**src/rtl/fpm_pkg.sv**
```systemverilog
package fpm_pkg;

  typedef enum logic [2:0] {
    CLS_ZERO,
    CLS_SUB,
    CLS_NORM,
    CLS_INF,
    CLS_QNAN,
    CLS_SNAN
  } fpClass_e;

  // Result-override strobes sent from control to datapath
  typedef struct packed {
    logic forceNan;
    logic forceInf;
    logic forceZero;
    logic raiseInvalid;
  } fpStrobe_t;

  localparam int PIPE_DEPTH = 7;

endpackage

```
**src/rtl/fpm_classify.sv**
```systemverilog
module fpm_classify
  import fpm_pkg::*;
#(
  parameter int EXP_W  = 8,
  parameter int FRAC_W = 23
) (
  input  logic [EXP_W+FRAC_W-1:0] magIn,
  output fpClass_e                opClass
);

  logic [EXP_W-1:0]  expField;
  logic [FRAC_W-1:0] fracField;

  assign expField  = magIn[EXP_W+FRAC_W-1 -: EXP_W];
  assign fracField = magIn[FRAC_W-1:0];

  always_comb begin
    if (expField == '0)
      opClass = (fracField == '0) ? CLS_ZERO : CLS_SUB;
    else if (expField == '1) begin
      if (fracField == '0)           opClass = CLS_INF;
      else if (fracField[FRAC_W-1])  opClass = CLS_QNAN;
      else                           opClass = CLS_SNAN;
    end else
      opClass = CLS_NORM;
  end

endmodule

```
**src/rtl/fpm_ctrl.sv**
```systemverilog
module fpm_ctrl
  import fpm_pkg::*;
#(
  parameter int STAGES = PIPE_DEPTH - 1
) (
  input  logic      clk,
  input  logic      rstN,
  input  fpClass_e  classA,
  input  fpClass_e  classB,
  output fpStrobe_t strobeOut
);

  logic      anyNan, anySnan, anyInf, anyZero, nanResult;
  fpStrobe_t freshStrobe;
  fpStrobe_t strobePipe [STAGES];

  always_comb begin
    anyNan  = (classA == CLS_QNAN) || (classA == CLS_SNAN) ||
              (classB == CLS_QNAN) || (classB == CLS_SNAN);
    anySnan = (classA == CLS_SNAN) || (classB == CLS_SNAN);
    anyInf  = (classA == CLS_INF)  || (classB == CLS_INF);
    anyZero = (classA == CLS_ZERO) || (classB == CLS_ZERO);
    nanResult = anyNan || (anyInf && anyZero);
    freshStrobe.forceNan     = nanResult;
    freshStrobe.forceInf     = anyInf && !nanResult;
    freshStrobe.forceZero    = anyZero && !nanResult;
    freshStrobe.raiseInvalid = anySnan || (anyInf && anyZero);
  end

  for (genvar g = 0; g < STAGES; g++) begin : gStage
    always_ff @(posedge clk or negedge rstN) begin
      if (!rstN)       strobePipe[g] <= '0;
      else if (g == 0) strobePipe[g] <= freshStrobe;
      else             strobePipe[g] <= strobePipe[(g == 0) ? 0 : g-1];
    end
  end

  assign strobeOut = strobePipe[STAGES-1];

  // Zero times infinity must be flagged invalid one stage later
  assert_zero_inf_invalid_R8: assert property (@(posedge clk) disable iff (!rstN)
    ((classA == CLS_ZERO && classB == CLS_INF) || (classA == CLS_INF && classB == CLS_ZERO))
      |=> (strobePipe[0].forceNan && strobePipe[0].raiseInvalid));

endmodule

```
**src/rtl/fpm_datapath.sv**
```systemverilog
module fpm_datapath
  import fpm_pkg::*;
#(
  parameter int EXP_W  = 8,
  parameter int FRAC_W = 23
) (
  input  logic                    clk,
  input  logic                    rstN,
  input  logic [EXP_W+FRAC_W:0]   aIn,
  input  logic [EXP_W+FRAC_W:0]   bIn,
  input  fpStrobe_t               strobeIn,
  output logic [EXP_W+FRAC_W:0]   dataOut,
  output logic                    ovfOut,
  output logic                    udfOut,
  output logic                    invOut
);

  localparam int WORD_W  = 1 + EXP_W + FRAC_W;
  localparam int MAG_W   = EXP_W + FRAC_W;
  localparam int MAN_W   = FRAC_W + 1;
  localparam int PROD_W  = 2 * MAN_W;
  localparam int EXT_W   = EXP_W + 3;
  localparam int LZ_W    = $clog2(MAN_W + 1);
  localparam int SH_W    = $clog2(PROD_W + 1);
  localparam int BIAS    = (1 << (EXP_W - 1)) - 1;
  localparam int EXP_MAX = (1 << EXP_W) - 1;
  localparam int SIGN_STAGES = PIPE_DEPTH - 1;

  localparam logic signed [EXT_W-1:0] BIAS_X   = EXT_W'(BIAS);
  localparam logic signed [EXT_W-1:0] ONE_X    = EXT_W'(1);
  localparam logic signed [EXT_W-1:0] MAXEXP_X = EXT_W'(EXP_MAX);
  localparam logic signed [EXT_W-1:0] PROD_X   = EXT_W'(PROD_W);
  localparam logic [MAG_W-1:0]  INF_MAG = {{EXP_W{1'b1}}, {FRAC_W{1'b0}}};
  localparam logic [WORD_W-1:0] QNAN    = {1'b0, {EXP_W{1'b1}}, 1'b1, {(FRAC_W-1){1'b0}}};

  function automatic logic [LZ_W-1:0] countLead(input logic [MAN_W-1:0] v);
    countLead = LZ_W'(MAN_W);
    for (int i = 0; i < MAN_W; i++)
      if (v[i]) countLead = LZ_W'(MAN_W - 1 - i);
  endfunction

  logic [WORD_W-1:0] opWord [2];
  assign opWord[0] = aIn;
  assign opWord[1] = bIn;

  logic [SIGN_STAGES-1:0] sgnPipe;

  // Stage 1: unpack
  logic signed [EXT_W-1:0] s1Exp [2];
  logic [MAN_W-1:0]        s1Man [2];
  // Stage 2: subnormal significands normalized
  logic signed [EXT_W-1:0] s2Exp [2];
  logic [MAN_W-1:0]        s2Man [2];
  // Stage 3: exponent sum and raw product
  logic signed [EXT_W-1:0] s3Exp;
  logic [PROD_W-1:0]       s3Prod;
  // Stage 4: product normalized with leading one at the top bit
  logic signed [EXT_W-1:0] s4Exp;
  logic [PROD_W-1:0]       s4Sig;
  // Stage 5: tiny results shifted into subnormal range
  logic [EXP_W-1:0]        s5Exp;
  logic [PROD_W-2:0]       s5Sig;
  logic                    s5Sticky, s5Ovf;
  // Stage 6: rounded magnitude
  logic [MAG_W-1:0]        s6Mag;
  logic                    s6Inexact, s6Ovf;

  always_ff @(posedge clk or negedge rstN) begin
    if (!rstN) begin
      sgnPipe <= '0;
      for (int k = 0; k < 2; k++) begin
        s1Exp[k] <= '0; s1Man[k] <= '0;
        s2Exp[k] <= '0; s2Man[k] <= '0;
      end
    end else begin
      sgnPipe <= {sgnPipe[SIGN_STAGES-2:0], aIn[WORD_W-1] ^ bIn[WORD_W-1]};
      for (int k = 0; k < 2; k++) begin
        if (opWord[k][MAG_W-1 -: EXP_W] == '0)
          s1Exp[k] <= ONE_X;
        else
          s1Exp[k] <= $signed({{(EXT_W-EXP_W){1'b0}}, opWord[k][MAG_W-1 -: EXP_W]});
        s1Man[k] <= {opWord[k][MAG_W-1 -: EXP_W] != '0, opWord[k][FRAC_W-1:0]};
        s2Man[k] <= s1Man[k] << countLead(s1Man[k]);
        s2Exp[k] <= s1Exp[k] - $signed({{(EXT_W-LZ_W){1'b0}}, countLead(s1Man[k])});
      end
    end
  end

  always_ff @(posedge clk or negedge rstN) begin
    if (!rstN) begin
      s3Exp <= '0; s3Prod <= '0;
      s4Exp <= '0; s4Sig <= '0;
    end else begin
      s3Exp  <= s2Exp[0] + s2Exp[1] - BIAS_X;
      s3Prod <= PROD_W'(s2Man[0]) * PROD_W'(s2Man[1]);
      if (s3Prod[PROD_W-1]) begin
        s4Sig <= s3Prod;
        s4Exp <= s3Exp + ONE_X;
      end else begin
        s4Sig <= s3Prod << 1;
        s4Exp <= s3Exp;
      end
    end
  end

  // Denormalizing shift
  logic                    isTiny, isHuge, lostBits;
  logic signed [EXT_W-1:0] shAmt;
  logic [SH_W-1:0]         shClamp;
  logic [PROD_W-2:0]       shiftedSig;

  always_comb begin
    isTiny     = s4Exp < ONE_X;
    isHuge     = s4Exp >= MAXEXP_X;
    shAmt      = ONE_X - s4Exp;
    shClamp    = (shAmt > PROD_X) ? SH_W'(PROD_W) : shAmt[SH_W-1:0];
    shiftedSig = (PROD_W-1)'(s4Sig >> shClamp);
    lostBits   = |(s4Sig & ~({PROD_W{1'b1}} << shClamp));
  end

  always_ff @(posedge clk or negedge rstN) begin
    if (!rstN) begin
      s5Exp <= '0; s5Sig <= '0; s5Sticky <= 1'b0; s5Ovf <= 1'b0;
    end else begin
      s5Sig    <= isTiny ? shiftedSig : s4Sig[PROD_W-2:0];
      s5Exp    <= isTiny ? '0 : s4Exp[EXP_W-1:0];
      s5Sticky <= isTiny && lostBits;
      s5Ovf    <= isHuge;
    end
  end

  // Round to nearest, ties to even
  logic             lsbBit, guardBit, restBits, incBit;
  logic [MAG_W-1:0] roundedMag;

  always_comb begin
    lsbBit     = s5Sig[PROD_W-MAN_W];
    guardBit   = s5Sig[PROD_W-MAN_W-1];
    restBits   = (|s5Sig[PROD_W-MAN_W-2:0]) || s5Sticky;
    incBit     = guardBit && (restBits || lsbBit);
    roundedMag = {s5Exp, s5Sig[PROD_W-2 -: FRAC_W]} + MAG_W'(incBit);
  end

  always_ff @(posedge clk or negedge rstN) begin
    if (!rstN) begin
      s6Mag <= '0; s6Inexact <= 1'b0; s6Ovf <= 1'b0;
    end else begin
      s6Mag     <= roundedMag;
      s6Inexact <= guardBit || restBits;
      s6Ovf     <= s5Ovf || (roundedMag[MAG_W-1 -: EXP_W] == '1);
    end
  end

  // Stage 7: merge with control decision, register outputs
  always_ff @(posedge clk or negedge rstN) begin
    if (!rstN) begin
      dataOut <= '0; ovfOut <= 1'b0; udfOut <= 1'b0; invOut <= 1'b0;
    end else begin
      ovfOut <= 1'b0;
      udfOut <= 1'b0;
      invOut <= strobeIn.raiseInvalid;
      if (strobeIn.forceNan)       dataOut <= QNAN;
      else if (strobeIn.forceInf)  dataOut <= {sgnPipe[SIGN_STAGES-1], INF_MAG};
      else if (strobeIn.forceZero) dataOut <= {sgnPipe[SIGN_STAGES-1], {MAG_W{1'b0}}};
      else if (s6Ovf) begin
        dataOut <= {sgnPipe[SIGN_STAGES-1], INF_MAG};
        ovfOut  <= 1'b1;
      end else begin
        dataOut <= {sgnPipe[SIGN_STAGES-1], s6Mag};
        udfOut  <= s6Inexact && (s6Mag[MAG_W-1 -: EXP_W] == '0);
      end
    end
  end

  assert_ovf_is_inf_R6: assert property (@(posedge clk) disable iff (!rstN)
    ovfOut |-> (dataOut[MAG_W-1:0] == INF_MAG));
  assert_invalid_is_qnan_R7: assert property (@(posedge clk) disable iff (!rstN)
    invOut |-> (dataOut == QNAN));
  assert_udf_zero_exp_R5: assert property (@(posedge clk) disable iff (!rstN)
    udfOut |-> (dataOut[MAG_W-1 -: EXP_W] == '0));
  assert_no_ovf_with_udf_R5: assert property (@(posedge clk) disable iff (!rstN)
    !(ovfOut && udfOut));

endmodule

```
**src/rtl/fp32_mul_pipe.sv**
```systemverilog
module fp32_mul_pipe
  import fpm_pkg::*;
#(
  parameter int EXP_W  = 8,
  parameter int FRAC_W = 23
) (
  input  logic                  clk,
  input  logic                  rstN,
  input  logic [EXP_W+FRAC_W:0] aIn,
  input  logic [EXP_W+FRAC_W:0] bIn,
  output logic [EXP_W+FRAC_W:0] productOut,
  output logic                  overflowOut,
  output logic                  underflowOut,
  output logic                  invalidOut
);

  localparam int MAG_W = EXP_W + FRAC_W;

  fpClass_e  opClass [2];
  fpStrobe_t ctrlStrobe;

  for (genvar k = 0; k < 2; k++) begin : gClassify
    fpm_classify #(.EXP_W(EXP_W), .FRAC_W(FRAC_W)) u_classify (
      .magIn   ((k == 0) ? aIn[MAG_W-1:0] : bIn[MAG_W-1:0]),
      .opClass (opClass[k])
    );
  end

  fpm_ctrl #(.STAGES(PIPE_DEPTH - 1)) u_ctrl (
    .clk       (clk),
    .rstN      (rstN),
    .classA    (opClass[0]),
    .classB    (opClass[1]),
    .strobeOut (ctrlStrobe)
  );

  fpm_datapath #(.EXP_W(EXP_W), .FRAC_W(FRAC_W)) u_datapath (
    .clk      (clk),
    .rstN     (rstN),
    .aIn      (aIn),
    .bIn      (bIn),
    .strobeIn (ctrlStrobe),
    .dataOut  (productOut),
    .ovfOut   (overflowOut),
    .udfOut   (underflowOut),
    .invOut   (invalidOut)
  );

  // Edges since reset, saturating, so the latency check never looks before reset
  logic [2:0] warmCnt;
  always_ff @(posedge clk or negedge rstN) begin
    if (!rstN)              warmCnt <= '0;
    else if (warmCnt != '1) warmCnt <= warmCnt + 3'd1;
  end

  assert_nan_after_latency_R1: assert property (@(posedge clk) disable iff (!rstN)
    (warmCnt == '1) && $past(aIn[MAG_W-1 -: EXP_W] == '1 && aIn[FRAC_W-1:0] != '0, 7)
      |-> (productOut == {1'b0, {EXP_W{1'b1}}, 1'b1, {(FRAC_W-1){1'b0}}}));

endmodule

```
**config.mk**
```make
export PLATFORM = sky130hd
export DESIGN_NAME = fp32_mul_pipe
export DESIGN_NICKNAME = d
export VERILOG_FILES = /design/src/rtl/fpm_pkg.sv /design/src/rtl/fpm_classify.sv /design/src/rtl/fpm_ctrl.sv /design/src/rtl/fpm_datapath.sv /design/src/rtl/fp32_mul_pipe.sv
export SDC_FILE = /design/constraint.sdc
export NUM_CORES = 2
export LEC_CHECK = 0
export ABC_AREA = 1
export BUFFER_PORTS_ARGS = -buffer_cell sky130_fd_sc_hd__buf_4
export CORE_MARGIN = 5
export CORE_UTILIZATION = 40
export DETAILED_ROUTE_END_ITERATION = 12
export PLACE_DENSITY = 0.64
export SLEW_MARGIN = 25
export SYNTH_ARGS = -nofsm -noshare
export SYNTH_HDL_FRONTEND = slang
export SYNTH_SLANG_ARGS = --single-unit
export TNS_END_PERCENT = 30
```
**constraint.sdc**
```tcl
create_clock -name clk -period 20.5 [get_ports clk]
set_input_delay 1.025 -clock clk [delete_from_list [all_inputs] [get_ports clk]]
set_output_delay 1.025 -clock clk [all_outputs]
set_load 0.01 [all_outputs]
```
==> metrics.log <==
INFO  metric chipWidth = 323 um
INFO  metric grt_setup_unrepaired = false
INFO  metric fp.coreArea = 97,800 um2
INFO  metric finalClockSkew = 34.3 ps
INFO  metric post-synth-top-area-cell = sky130_fd_sc_hd__dfrtp_1
INFO  metric synth.most_common_cell = sky130_fd_sc_hd__nand2_1
INFO  metric route.detailed.vias_per_inst = 5.01
INFO  metric clock_sinks = 405
INFO  metric cts.root.buffer_cell = sky130_fd_sc_hd__clkbuf_16
INFO  metric antenna_found_initial = 0
INFO  metric synthesis.area_per_instance = 7.86 um2
INFO  metric h-tree-depth = 2
INFO  metric grt_use_total = 0.207
INFO  metric fin_setup_tns = 0 ps
INFO  metric worst-path-max-fanout = 24
INFO  metric fmax = 129 MHz
INFO  metric critPathSlowestCell = sky130_fd_sc_hd__dfrtp_1
INFO  metric fin_util = 0.436
INFO  metric worst_r2r_path_depth = 28
INFO  metric worst_path_largest_cell_delay = 950 ps
INFO  metric drcViolationCount = 0
INFO  metric seqCellArea = 10,100 um2
INFO  metric slew_headroom = 0.266
INFO  metric met2_wirelength = 50.2 mm
INFO  metric synth.top_cell.area_share = 0.258
INFO  metric tritoncts = yes
INFO  metric run_status = finished clean
INFO  metric numCtsBuffers = 44
INFO  metric synth_area_leaders = sky130_fd_sc_hd__dfrtp_1 (26%), sky130_fd_sc_hd__fa_1 (25%), sky130_fd_sc_hd__nand2_1 (14%), sky130_fd_sc_hd__inv_1 (11%), sky130_fd_sc_hd__ha_1 (6.6%)
INFO  metric antenna_cells = 0
INFO  metric floorplan.rows = 115
INFO  metric first_global_vias = 32,134
INFO  metric endpoint_kind = register
INFO  metric numPortBuffers = 100
INFO  metric cp_data_arrival_time = 8290 ps
INFO  metric grt_pass1_wl = 173 mm
INFO  metric die_height = 323 um
INFO  metric synth_enable_flop_cells = 0
INFO  metric cp.buffers_inverters = 6
INFO  metric vias = 31,557
INFO  metric cpLargestDelayFamily = adder cells
INFO  metric routed.top_layer = met4
INFO  metric setup_violations = 0
INFO  metric post_route_cells_drive_above_1_share = 0.0517
INFO  metric required_arrival_time_at_the_worst_endpoint = 21,020 ps
INFO  metric final_nets = 5,733
INFO  metric path_common_cell = sky130_fd_sc_hd__a21oi_1
INFO  metric area_taken_by_multi_input_logic_gates = 24,000 um2
INFO  metric synthDistinctLibCells = 61
INFO  metric final_min_period_over_clock_period = 0.379
INFO  metric max_capacitance_violation_total = 0
INFO  metric stdcell_area = 42,700 um2
INFO  metric synth_commonest_cells = sky130_fd_sc_hd__nand2_1 (1,442), sky130_fd_sc_hd__inv_1 (1,109), sky130_fd_sc_hd__fa_1 (485)
INFO  metric area_growth_syn_to_layout = 8.79%
INFO  metric wl = 107 mm
INFO  metric globalplace.congestion = 0.938
INFO  metric detail-route-antenna-nets = 0
INFO  metric grt-ovfl-total = 0
INFO  metric firstDrtPassIters = 5
INFO  metric avgRoutedWirePerCell = 17.0 um
INFO  metric detail_route.iter0.violations = 2,414
INFO  metric dp.final_hpwl = 82.2 mm
INFO  metric postCtsHoldBufs = 0
INFO  metric ys.flop_type = sky130_fd_sc_hd__dfrtp_1
INFO  metric hold_viol_final = 0
INFO  metric critical_path_class = reg2reg
INFO  metric cts_post_setup_buffers_inserted = 0
INFO  metric worst_hold_path.num_cells = 0
INFO  metric cts.path.max_buffers = 3
INFO  metric nFillCells = 9,758
INFO  metric holdCritPathClass = reg2reg
INFO  metric worst_setup_path_start_kind = register
INFO  metric synth_warnings = 0
INFO  metric ios = 101
INFO  metric actual_slew_at_the_worst_max_slew_pin = 1100 ps
INFO  metric dpl_cell_area = 41,100 um2
INFO  metric syn-instance-count = 4,991
INFO  metric synth_seq_cells = 405
INFO  metric total_nets_after_synthesis = 5,750
INFO  metric yosysSeqAreaShare = 0.258
INFO  metric clock_latency = 610 ps
INFO  metric initial_core_util = 0.401
INFO  metric cts.clk_slew.worst_paths = 60 ps
INFO  metric period_minus_slack = 7770 ps
INFO  metric largest_net_degree_at_the_start_of_global_routing = 122
INFO  metric die_area = 104,000 um2
INFO  metric detail_route.wirelength.met1 = 45.0 mm
INFO  metric synth_async_sr_flop_share = 1.00
INFO  metric slew_violations = 0
INFO  metric met3WireLength = 7.61 mm
INFO  metric synth_area = 39,300 um2
INFO  metric timing.critical_path.depth = 28
INFO  metric post_cts_gate_resize_count = 0
## area by class of cell
type / count / area share
Multi-Input combinational cell: 3259 / 0.563
Sequential cell: 405 / 0.237
Inverter: 1117 / 0.0982
Tap cell: 1287 / 0.0377
Clock buffer: 57 / 0.0286
Timing Repair Buffer: 147 / 0.0266
Clock inverter: 22 / 0.00850
## flip-flops by register name, indices dropped and copies added, names as in the netlist, 4 cells and up
signal	cells
u_datapath.s1Man	48
u_datapath.s2Man	48
u_datapath.s3Prod	48
u_datapath.s4Sig	48
u_datapath.s5Sig	47
u_datapath.dataOut	32
u_datapath.s6Mag	31
u_ctrl.strobePipe	20
u_datapath.s2Exp	20
u_datapath.s1Exp	16
u_datapath.s3Exp	11
u_datapath.s4Exp	11
u_datapath.s5Exp	8
u_datapath.sgnPipe	6
u_ctrl.strobeOut	4
## cell families (layout without fill, tap and decap cells)
logic type / after synthesis / after routing / synth area share
AO/OA/AOI/OAI: 327 / 327 / 0.0474
adder cells (fa/ha/maj): 693 / 693 / 0.314
flip-flops: 405 / 405 / 0.258
XOR/XNOR: 114 / 114 / 0.0256
AND/OR/NAND/NOR: 2125 / 2125 / 0.226
buffers and inverters: 1327 / 1343 / 0.129
## through the flow
step / hold WS, ps / setup WS, ps / std cells
3_5_place_dp: 335 / 12550 / 6214
6_report: 345 / 12730 / 6294
5_1_grt: 350 / 12230 / 6294
3_3_place_gp: 331 / 12690 / 6214
4_1_cts: 347 / 12540 / 6293
2_1_floorplan: 331 / 13910 / 4991
## worst paths after layout
| kind | start | end | slack, ps |
|---|---|---|---|
| max in group asynchronous | rstN | u_datapath.s1Man[33] | 17800 |
| min in group asynchronous | rstN | u_datapath.dataOut[15] | 490 |
| worst max-delay path | u_datapath.s2Man[3] | u_datapath.s3Prod[40] | 12730 |
| worst max register to register | u_datapath.s2Man[3] | u_datapath.s3Prod[40] | 12730 |
| worst min-delay path | u_ctrl.strobePipe[9] | u_ctrl.strobePipe[5] | 350 |
| worst min register to register | u_ctrl.strobePipe[9] | u_ctrl.strobePipe[5] | 350 |
## cells in the final DEF (no fill, tap or decap), types with 71 or more instances in the layout
master                    Yosys  layout
sky130_fd_sc_hd__nand2_1   1442    1442
sky130_fd_sc_hd__inv_1     1109    1108
sky130_fd_sc_hd__fa_1       485     485
sky130_fd_sc_hd__dfrtp_1    405     400
sky130_fd_sc_hd__nand3_1    373     373
sky130_fd_sc_hd__ha_1       208     208
sky130_fd_sc_hd__nor2_1     158     158
sky130_fd_sc_hd__buf_4        7     144
sky130_fd_sc_hd__a21oi_1    110     110
sky130_fd_sc_hd__o21ai_0     95      95
sky130_fd_sc_hd__xor2_1      71      71
## layer usage
layer / vias up / global-route usage
li1: 14931 / -
met1: 15277 / 0.276
met2: 1106 / 0.346
met3: 243 / 0.0344
met4: 0 / 0.0699
met5: - / 0
Power is not shown: default switching activity piles up to over one toggle a cycle in this logic, so the estimate is an artifact.
